<file path="src/rtl/oc_pkg.sv">
package oc_pkg;

    typedef enum logic [2:0] {
        OCM_HOLD = 3'b000,
        OCM_SET  = 3'b001,
        OCM_CLR  = 3'b010,
        OCM_TOG  = 3'b011,
        OCM_LO   = 3'b100,
        OCM_HI   = 3'b101,
        OCM_PWM0 = 3'b110,
        OCM_PWM1 = 3'b111
    } oc_mode_e;

    typedef struct packed {
        logic     pol;
        logic     fast_en;
        logic     shadow_en;
        oc_mode_e mode;
    } oc_ctrl_t;

    localparam int unsigned CTRL_W = 6;

    function automatic logic is_pwm(oc_mode_e m);
        return (m == OCM_PWM0) || (m == OCM_PWM1);
    endfunction

endpackage

</file>
<file path="src/rtl/oc_cfg_regs.sv">
module oc_cfg_regs
    import oc_pkg::*;
#(
    parameter int CNT_W  = 16,
    parameter int DATA_W = 16
) (
    input  logic              clk,
    input  logic              rst_n,
    input  logic              wr_en,
    input  logic              wr_sel,
    input  logic [DATA_W-1:0] wr_data,
    input  logic [1:0]        prot,
    input  logic [1:0]        io_mode,
    input  logic              upd_evt,
    output oc_ctrl_t          ctrl_o,
    output logic [CNT_W-1:0]  cmp_o
);

    typedef struct packed {
        oc_ctrl_t         ctrl;
        logic [CNT_W-1:0] shadow;
        logic [CNT_W-1:0] active;
    } cfg_t;

    cfg_t r_d, r_q;
    logic locked;

    always_comb begin
        r_d    = r_q;
        locked = (prot == 2'b11) && (io_mode == 2'b00);
        if (wr_en && !wr_sel) begin
            if (!locked) begin
                r_d.ctrl.mode      = oc_mode_e'(wr_data[2:0]);
                r_d.ctrl.shadow_en = wr_data[3];
            end
            r_d.ctrl.fast_en = wr_data[4];
            r_d.ctrl.pol     = wr_data[5];
        end
        if (upd_evt && r_q.ctrl.shadow_en) begin
            r_d.active = r_q.shadow;
        end
        if (wr_en && wr_sel) begin
            r_d.shadow = wr_data[CNT_W-1:0];
            if (!r_q.ctrl.shadow_en) begin
                r_d.active = wr_data[CNT_W-1:0];
            end
        end
    end

    always_ff @(posedge clk) begin
        if (!rst_n) begin
            r_q <= '0;
        end else begin
            r_q <= r_d;
        end
    end

    assign ctrl_o = r_q.ctrl;
    assign cmp_o  = r_q.active;

    assert_lock_holds_R9: assert property (@(posedge clk) disable iff (!rst_n)
        (wr_en && !wr_sel && prot == 2'b11 && io_mode == 2'b00)
        |=> ($stable(r_q.ctrl.mode) && $stable(r_q.ctrl.shadow_en)));

    assert_cmp_direct_R6: assert property (@(posedge clk) disable iff (!rst_n)
        (wr_en && wr_sel && !r_q.ctrl.shadow_en)
        |=> (r_q.active == $past(wr_data[CNT_W-1:0])));

    assert_cmp_shadowed_R6: assert property (@(posedge clk) disable iff (!rst_n)
        (wr_en && wr_sel && r_q.ctrl.shadow_en && !upd_evt)
        |=> $stable(r_q.active));

endmodule

</file>
<file path="src/rtl/oc_trig_pipe.sv">
module oc_trig_pipe #(
    parameter int NORM_LAT = 5,
    parameter int FAST_LAT = 3
) (
    input  logic clk,
    input  logic rst_n,
    input  logic trig_i,
    input  logic fast_en_i,
    output logic fire_o
);

    localparam int DEPTH    = NORM_LAT - 1;
    localparam int TAP_NORM = NORM_LAT - 2;
    localparam int TAP_FAST = FAST_LAT - 2;

    logic [DEPTH-1:0] pipe_d, pipe_q;

    always_comb begin
        pipe_d[0] = trig_i;
    end

    for (genvar s = 1; s < DEPTH; s++) begin : g_stage
        always_comb begin
            pipe_d[s] = pipe_q[s-1];
        end

        assert_stage_moves_R7: assert property (@(posedge clk) disable iff (!rst_n)
            pipe_q[s-1] |=> pipe_q[s]);
    end

    always_ff @(posedge clk) begin
        if (!rst_n) begin
            pipe_q <= '0;
        end else begin
            pipe_q <= pipe_d;
        end
    end

    assign fire_o = fast_en_i ? pipe_q[TAP_FAST] : pipe_q[TAP_NORM];

    initial begin
        assert_lat_order_R7: assert (FAST_LAT >= 2 && FAST_LAT < NORM_LAT);
    end

endmodule

</file>
<file path="src/rtl/oc_ref_gen.sv">
module oc_ref_gen
    import oc_pkg::*;
#(
    parameter int CNT_W = 16
) (
    input  logic             clk,
    input  logic             rst_n,
    input  logic [CNT_W-1:0] cnt,
    input  logic             down,
    input  oc_ctrl_t         ctrl,
    input  logic [CNT_W-1:0] cmp,
    input  logic             fire,
    output logic             ref_o,
    output logic             ch_o,
    output logic             match_o
);

    typedef struct packed {
        logic ref_lvl;
        logic ch;
        logic match;
        logic raw;
        logic was_hold;
    } st_t;

    st_t  s_d, s_q;
    logic eq_now;
    logic raw_now;
    logic lvl_now;
    logic act_lvl;

    always_comb begin
        s_d     = s_q;
        eq_now  = (cnt == cmp);
        raw_now = down ? (cnt <= cmp) : (cnt < cmp);
        lvl_now = raw_now ^ (ctrl.mode == OCM_PWM1);
        act_lvl = (ctrl.mode == OCM_PWM0);

        s_d.match    = eq_now;
        s_d.raw      = raw_now;
        s_d.was_hold = (ctrl.mode == OCM_HOLD);

        case (ctrl.mode)
            OCM_HOLD: s_d.ref_lvl = s_q.ref_lvl;
            OCM_SET:  if (eq_now) s_d.ref_lvl = 1'b1;
            OCM_CLR:  if (eq_now) s_d.ref_lvl = 1'b0;
            OCM_TOG:  if (eq_now) s_d.ref_lvl = ~s_q.ref_lvl;
            OCM_LO:   s_d.ref_lvl = 1'b0;
            OCM_HI:   s_d.ref_lvl = 1'b1;
            OCM_PWM0, OCM_PWM1: begin
                if (fire) begin
                    s_d.ref_lvl = act_lvl;
                end else if (s_q.was_hold || (raw_now != s_q.raw)) begin
                    s_d.ref_lvl = lvl_now;
                end
            end
        endcase

        s_d.ch = s_d.ref_lvl ^ ctrl.pol;
    end

    always_ff @(posedge clk) begin
        if (!rst_n) begin
            s_q <= '0;
        end else begin
            s_q <= s_d;
        end
    end

    assign ref_o   = s_q.ref_lvl;
    assign ch_o    = s_q.ch;
    assign match_o = s_q.match;

    assert_hold_stable_R3: assert property (@(posedge clk) disable iff (!rst_n)
        (ctrl.mode == OCM_HOLD) |=> $stable(s_q.ref_lvl));

    assert_force_hi_R3: assert property (@(posedge clk) disable iff (!rst_n)
        (ctrl.mode == OCM_HI) |=> s_q.ref_lvl);

    assert_force_lo_R3: assert property (@(posedge clk) disable iff (!rst_n)
        (ctrl.mode == OCM_LO) |=> !s_q.ref_lvl);

    assert_pwm_edge_only_R5: assert property (@(posedge clk) disable iff (!rst_n)
        (is_pwm(ctrl.mode) && !fire && !s_q.was_hold && raw_now == s_q.raw)
        |=> $stable(s_q.ref_lvl));

    assert_trig_pwm0_R7: assert property (@(posedge clk) disable iff (!rst_n)
        (ctrl.mode == OCM_PWM0 && fire) |=> s_q.ref_lvl);

    assert_trig_pwm1_R7: assert property (@(posedge clk) disable iff (!rst_n)
        (ctrl.mode == OCM_PWM1 && fire) |=> !s_q.ref_lvl);

    assert_polarity_R10: assert property (@(posedge clk) disable iff (!rst_n)
        1'b1 |=> (s_q.ch == (s_q.ref_lvl ^ $past(ctrl.pol))));

endmodule

</file>
<file path="src/rtl/oc_channel.sv">
module oc_channel
    import oc_pkg::*;
#(
    parameter int  CNT_W    = 16,
    parameter int  NORM_LAT = 5,
    parameter int  FAST_LAT = 3,
    localparam int DATA_W   = (CNT_W > int'(CTRL_W)) ? CNT_W : int'(CTRL_W)
) (
    input  logic              clk,
    input  logic              rst_n,
    input  logic [CNT_W-1:0]  cnt_i,
    input  logic              cnt_down_i,
    input  logic              upd_evt_i,
    input  logic              trig_i,
    input  logic              wr_en_i,
    input  logic              wr_sel_i,
    input  logic [DATA_W-1:0] wr_data_i,
    input  logic [1:0]        prot_i,
    input  logic [1:0]        io_mode_i,
    output logic              ref_o,
    output logic              ch_o,
    output logic              match_o
);

    oc_ctrl_t         ctrl_w;
    logic [CNT_W-1:0] cmp_w;
    logic             fire_w;

    oc_cfg_regs #(.CNT_W(CNT_W), .DATA_W(DATA_W)) u_cfg (
        .clk     (clk),
        .rst_n   (rst_n),
        .wr_en   (wr_en_i),
        .wr_sel  (wr_sel_i),
        .wr_data (wr_data_i),
        .prot    (prot_i),
        .io_mode (io_mode_i),
        .upd_evt (upd_evt_i),
        .ctrl_o  (ctrl_w),
        .cmp_o   (cmp_w)
    );

    oc_trig_pipe #(.NORM_LAT(NORM_LAT), .FAST_LAT(FAST_LAT)) u_trig (
        .clk       (clk),
        .rst_n     (rst_n),
        .trig_i    (trig_i),
        .fast_en_i (ctrl_w.fast_en),
        .fire_o    (fire_w)
    );

    oc_ref_gen #(.CNT_W(CNT_W)) u_ref (
        .clk     (clk),
        .rst_n   (rst_n),
        .cnt     (cnt_i),
        .down    (cnt_down_i),
        .ctrl    (ctrl_w),
        .cmp     (cmp_w),
        .fire    (fire_w),
        .ref_o   (ref_o),
        .ch_o    (ch_o),
        .match_o (match_o)
    );

    assert_match_hit_R11: assert property (@(posedge clk) disable iff (!rst_n)
        (cnt_i == cmp_w) |=> match_o);

    assert_match_miss_R11: assert property (@(posedge clk) disable iff (!rst_n)
        (cnt_i != cmp_w) |=> !match_o);

endmodule

</file>
<file path="config.mk">
export PLATFORM = sky130hd
export DESIGN_NAME = oc_channel
export DESIGN_NICKNAME = d
export VERILOG_FILES = /design/src/rtl/oc_pkg.sv /design/src/rtl/oc_cfg_regs.sv /design/src/rtl/oc_trig_pipe.sv /design/src/rtl/oc_ref_gen.sv /design/src/rtl/oc_channel.sv
export SDC_FILE = /design/constraint.sdc
export NUM_CORES = 1
export LEC_CHECK = 0
export BUFFER_PORTS_ARGS = -buffer_cell sky130_fd_sc_hd__buf_2
export CORE_MARGIN = 3
export CORE_UTILIZATION = 41
export DETAILED_ROUTE_END_ITERATION = 10
export PLACE_DENSITY_LB_ADDON = 0.3
export SYNTH_ARGS = -nofsm -noshare
export SYNTH_HDL_FRONTEND = slang
export SYNTH_SLANG_ARGS = --single-unit
</file>
<file path="constraint.sdc">
create_clock -name clk -period 5.55 [get_ports clk]
set_input_delay 0.555 -clock clk [delete_from_list [all_inputs] [get_ports clk]]
set_output_delay 0.555 -clock clk [all_outputs]
set_load 0.005 [all_outputs]
</file>
==> impl_metrics.yaml, run 1 <==
hold_path:
  holdPathStages: 1
  holdCritStartpoint: "u_trig.pipe_q[0]$_SDFF_PN0_"
  worst_hold_path.endpoint: "u_trig.pipe_q[1]$_SDFF_PN0_"
  hold_class: "register to register"
cells_and_area:
  drive_gt1_share_pct: 17.5
  nets: 380
  syn2layout_area_growth_pct: 15.2
  diodes: 0
  nFillCells: 534
synth:
  ys_warn_count: 0
  synth-seq-cells: 47
  syn_inst: 281
  async_flop_share_pct: 0
  synthTopCellsByArea: "dfxtp_1 41%, ha_1 9.9%, nand2_1 8.9%"
  ys_top_cells_by_count: "54 x nand2_1, 47 x dfxtp_1, 27 x nor2_1"
  synthFlopType: "dfxtp_1"
  synth_top_cell_by_area: "dfxtp_1"
  avgSynthCellArea_sq_um: 8.10
  synthesis.nets: 342
  synth_area_sq_mm: 0.00228
  synth-edff-count: 0
  yosysTopAreaCellShare_pct: 41.3
  synth-seq-area-share_pct: 41.3
  yosysMostFrequentCell: "nand2_1"
  yosysUniqueCellTypes: 31
worst_setup_path:
  crit_top_cell: "inv_1"
  crit_type: "register to register"
  path_buf_inv: 3
  path_cells: "inv_1 > ha_1 > nand4_2 > nor4_1 > inv_1 > ha_1 > inv_1 > o21ai_0 > a31oi_1 > o41a_1 > nand3_1 > a21oi_2"
  cp-start-kind: "register"
  path_delay_family: "simple AND/OR/NAND/NOR gates"
  cpPeakStageDelay_ns: 0.42
  end_kind: "register"
  rrSetupSlack_ns: 3.00
  r2r_cells: 12
  r2r-start: "u_cfg.cmp_o[15]$_SDFF_PN0_"
  r2r_end: "u_ref.ch_o$_SDFF_PN0_"
  required_ns: 5.79
  cp_max_fo: 4
  slowest_stage: "nor4_1"
  crit_arrival_ns: 2.79
placement:
  portBuffers: 45
  routabilityCongestion: 0.776
  pre_cts_ws_ns: 2.74
  dp_hpwl_um: 3640
floorplanning:
  rows: 26
  coreArea_sq_mm: 0.00524
  die_h_um: 80.5
  start_util_pct: 43.5
  dieArea_sq_mm: 0.00648
  ios: 46
  chipWidth_um: 80.5
clock_network:
  cts_root_buffer: "clkbuf_8"
  cts.clk_slew.worst_paths_ns: 0.09
  tritoncts: "yes"
  clockBufferDepth: 2
  cts-buffers-inserted: 5
  worstSkewPairLatency_ns: 0.29
  ctsHtreeMaxLevel: 2
  cts_sinks: 47
  cts-resized-gates: 0
  hold_buffers: 0
  post_cts_buffers: 0
drt:
  via_per_inst: 5.09
  num_vias: 1985
  drtPass1Iterations: 4
  drt_wl_total_um: 5100
  wl_per_cell_um: 13.1
  drt_iter0_markers: 128
  drc: 0
  ant_nets: 0
sta:
  setup_viol: 0
  setup_ws_ns: 3.00
  slew_headroom_pct: 24.2
  hold_viol_final: 0
  timing.hold.ws_ns: 0.438
  finalClockSkew_ns: 0.0112
  worst_pin_slew_ns: 1.14
  period_share_pct: 45.9
  fin_setup_tns_ns: 0
  fin_crit_ns: 2.55
  max_freq_mhz: 392
  rsz0062_at_grt: "no"
  slew_viol_final: 0
pwr:
  power_uw: 666
  vdd_ir_drop_max_v: 0.000178
  power_frac_comb_pct: 15.1
  power.internal_uw: 489
  power.density_mw_per_mm2: 254
  switching_power_uw: 177
  power_leakage_uw: 0.00107
  p_clk_share_pct: 29.4
  pwr-share-seq_pct: 55.4
  swShare_pct: 26.6
global_routing:
  antenna_found_initial: 0
  grt_pass1_wl_um: 8340
  track_usage_pct: 16.3
  grt_max_degree: 44
  overflow: 0
  grt_pass1_vias: 1859
status:
  outcome: "finished, final reports clean"
job:
  cap_violations: 0
==> logic make-up after synthesis <==
group                    count (synthesis)  synth area share (%)
AO/OA/AOI/OAI                           55                  16.8
XOR/XNOR                                 1                 0.385
adder cells (fa/ha/maj)                 18                  9.90
buffers and inverters                   36                  5.94
flip-flops                              47                  41.3
multiplexers                             8                  3.52
AND/OR/NAND/NOR                        116                  22.2
==> power by group through the flow <==
stage	logic, uW	clock network, uW	registers, uW
after floorplan	69.7	0	371
after global placement	99.2	0	376
after detailed placement	101	0	377
after CTS	102	201	369
after global routing	116	214	372
final	101	196	369
==> worst max-delay path by stage <==
stage / from / slack (ns) / endpoint / depth (start not counted)
3_3_place_gp: cnt_i[11] / 2.76 / u_ref.ch_o$_SDFF_PN0_ / 12
5_1_grt: u_cfg.cmp_o[15]$_SDFF_PN0_ / 2.81 / u_ref.ch_o$_SDFF_PN0_ / 12
4_1_cts: u_cfg.cmp_o[15]$_SDFF_PN0_ / 2.98 / u_ref.ch_o$_SDFF_PN0_ / 12
6_report: u_cfg.cmp_o[15]$_SDFF_PN0_ / 3.00 / u_ref.ch_o$_SDFF_PN0_ / 12
3_5_place_dp: cnt_i[11] / 2.74 / u_ref.ch_o$_SDFF_PN0_ / 12
2_1_floorplan: cnt_i[1] / 3.02 / u_ref.ch_o$_SDFF_PN0_ / 9
==> worst register-to-register path: stages (launching register included) <==
cell and delay (ns):
dfxtp_1 0.38, inv_1 0.06, ha_1 0.32, nand4_2 0.16
nor4_1 0.42, inv_1 0.14, ha_1 0.29, inv_1 0.05
o21ai_0 0.06, a31oi_1 0.17, o41a_1 0.20, nand3_1 0.11
a21oi_2 0.14
==> registers in the layout, summed over array words and instances (netlist names) <==
name,flops
u_ref.ref_o,1
u_cfg.r_q,16
u_cfg.ctrl_o,6
u_ref.ch_o,1
u_ref.s_q,2
u_cfg.cmp_o,16
u_ref.match_o,1
u_trig.pipe_q,4
==> per-stage QoR <==
| step | util, % | std cells | area [sq um] |
|---|---|---|---|
| global placement | 48.5 | 382 | 2540 |
| CTS | 50.0 | 390 | 2620 |
| detailed placement | 48.5 | 382 | 2540 |
| global route | 50.0 | 390 | 2620 |
| floorplan | - | 281 | 2280 |
| finish | 50.0 | 390 | 2620 |
==> final cells by class <==
type / instances / area (sq um) / area share (%)
clock buffer: 7 / 76.3 / 2.91
multi-input combinational: 198 / 1200 / 45.8
inverter: 21 / 78.8 / 3.01
timing repair buffer: 46 / 233 / 8.88
tap: 70 / 87.6 / 3.34
clock inverter: 1 / 5.00 / 0.191
sequential: 47 / 941 / 35.9
==> per-layer routing <==
layer  up-vias  routed length [um]  GRT usage [%]
li1       1043                   -              -
met1       886                2480           23.0
met2        52                2310           25.5
met3         4                 270           3.48
met4         0                  36           3.55
met5         -                   0              0
==> cells in the final DEF, fill, tap and decap left out, types with 2 or more instances in the layout <==
| cell type | n |
|---|---|
| buf_2 | 45 |
| nand2_1 | 54 |
| dfxtp_1 | 47 |
| inv_1 | 20 |
| clkbuf_8 | 5 |
| a21oi_1 | 25 |
| a311oi_1 | 16 |
| ha_1 | 18 |
| mux2i_1 | 8 |
| o21ai_0 | 2 |
| clkbuf_1 | 2 |
| nand4_1 | 3 |
| nor4_1 | 2 |
| nand2b_1 | 2 |
| a21o_1 | 3 |
| a31oi_1 | 2 |
| nand3_1 | 19 |
| nor2_1 | 27 |
| and2_1 | 5 |
Note: power is estimated with default switching activity, not from simulation.
==> run 2: changes to the inputs <==
- clock period: 5.55 -> 2.5 ns (I/O delays scaled with it)
==> impl_metrics.yaml, run 2 (synthesis results as in run 1) <==
global_routing:
  grt_max_degree: 44
  grt_util_met2_pct: 25.4
  busiest_layer: "met1"
  globalRouteMet1Util_pct: 25.8
  grt_pass1_vias: 1817
  antenna_found_initial: 0
  overflow: 0
  use_met3_pct: 3.36
  grt_pass1_wl_um: 8810
  track_usage_pct: 17.4
worst_setup_path:
  r2r_end: "u_ref.ch_o$_SDFF_PN0_"
  crit_path_start: "u_cfg.cmp_o[11]$_SDFF_PN0_"
  required_ns: 2.73
  end_kind: "register"
  critPathCapture: "u_ref.ch_o$_SDFF_PN0_"
  r2r-start: "u_cfg.cmp_o[11]$_SDFF_PN0_"
  cp_max_fo: 4
  rrSetupSlack_ns: 0.08
  crit_arrival_ns: 2.65
  r2r_cells: 10
  cp-start-kind: "register"
  crit_type: "register to register"
floorplanning:
  start_util_pct: 43.5
  chipWidth_um: 80.5
  die_h_um: 80.5
  ios: 46
  dieArea_sq_mm: 0.00648
  coreArea_sq_mm: 0.00524
  rows: 26
pwr:
  power_frac_comb_pct: 18.0
  power_leakage_uw: 0.00115
  vdd_ir_drop_max_v: 0.000293
  pwr-share-seq_pct: 53.5
  power.density_mw_per_mm2: 533
  power_uw: 1530
  p_clk_share_pct: 28.5
  swShare_pct: 27.0
  switching_power_uw: 412
  power.internal_uw: 1110
sta:
  slew_viol_final: 0
  fin_crit_ns: 2.42
  hold_viol_final: 0
  setup_ws_ns: 0.0841
  finalClockSkew_ns: 0.00876
  slew_headroom_pct: 56.6
  max_freq_mhz: 414
  setup_viol: 0
  period_share_pct: 96.6
  worst_pin_slew_ns: 0.652
clock_network:
  hold_buffers: 0
  ctsHtreeMaxLevel: 2
  clockBufferDepth: 2
  cts-buffers-inserted: 5
  worstSkewPairLatency_ns: 0.29
  cts.clk_slew.worst_paths_ns: 0.08
  cts_sinks: 47
  cts_root_buffer: "clkbuf_8"
  tritoncts: "yes"
cells_and_area:
  diodes: 0
  layout_commonest_cell: "nand2_1"
  nets: 390
  layout_common_cells: "54 x nand2_1, 45 x buf_2, 37 x dfxtp_1, 27 x nor2_1, 25 x a21oi_1"
  drive_gt1_share_pct: 28.8
  syn2layout_area_growth_pct: 25.8
  post-route-util_pct: 54.7
  stdcell_area_sq_mm: 0.00286
drt:
  drt_iter0_markers: 141
  via_per_inst: 5.13
  drc: 0
  ant_nets: 0
  wl_per_cell_um: 13.8
  drt_wl_total_um: 5530
  drtPass1Iterations: 4
  num_vias: 2050
job:
  cap_violations: 0
placement:
  place_area_sq_mm: 0.00257
  pre_cts_ws_ns: -0.0390
  routabilityCongestion: 0.767
  portBuffers: 45
  dp_hpwl_um: 3870
status:
  outcome: "finished, final reports clean"
hold_path:
  hold_class: "input port to register"
[run 2: per-layer routing]
layer	vias to the layer above	part of all wire, %
met1	916	49
met5	-	0
met4	0	0.80
met3	5	6.4
met2	63	43
li1	1066	-
[run 2: how the worst min path moves through the flow]
stage                           startpoint                     endpoint  cells after the start
2_1_floorplan                        rst_n  u_trig.pipe_q[0]$_SDFF_PN0_                      1
5_1_grt                             trig_i  u_trig.pipe_q[0]$_SDFF_PN0_                      2
4_1_cts                             trig_i  u_trig.pipe_q[0]$_SDFF_PN0_                      2
6_report                            trig_i  u_trig.pipe_q[0]$_SDFF_PN0_                      2
3_5_place_dp   u_trig.pipe_q[0]$_SDFF_PN0_  u_trig.pipe_q[1]$_SDFF_PN0_                      1
3_3_place_gp   u_trig.pipe_q[0]$_SDFF_PN0_  u_trig.pipe_q[1]$_SDFF_PN0_                      1
[run 2: area by class of cell]
| cell class | instances | area (sq um) |
|---|---|---|
| fillers | 502 | 2370 |
| multi-input cells | 198 | 1360 |
| flip-flops and latches | 47 | 953 |
| repair buffers | 56 | 308 |
| well taps | 70 | 87.6 |
| inverters | 21 | 78.8 |
| clock buffers | 7 | 76.3 |
| clock inverters | 1 | 5.00 |
[run 2: metrics by stage]
stage | hold WS (ns) | cells | TNS, ns
6_report | 0.159 | 400 | 0
5_1_grt | 0.160 | 400 | -0.0102
4_1_cts | 0.152 | 394 | 0
3_5_place_dp | 0.422 | 386 | -0.0390
3_3_place_gp | 0.415 | 386 | 0
2_1_floorplan | 0.372 | 281 | 0
[run 2: critical path, cell delays in order, from the launching register on]
cell	delay, ns
dfxtp_2	0.33
inv_1	0.08
ha_4	0.21
nand4_1	0.15
buf_4	0.16
a211oi_1	0.04
o41a_2	0.55
xnor2_2	0.16
o41a_1	0.36
a21o_1	0.18
a21oi_2	0.13
[run 2: timing repair]
| action | 4_1_cts | 5_1_grt |
|---|---|---|
| buffers inserted | 0 | 6 |
| gates resized for setup | 1 | 30 |
| pin swaps | 0 | 13 |
| setup endpoints to repair | 1 | 2 |
| gates cloned | 0 | 0 |
[run 2: power groups by stage]
stage / Sequential [uW] / Clock [uW] / Combinational [uW]
final: 817 / 435 / 275
after global routing: 822 / 483 / 313
after CTS: 814 / 444 / 239
after detailed placement: 831 / 0 / 236
after global placement: 830 / 0 / 230
after floorplan: 824 / 0 / 155
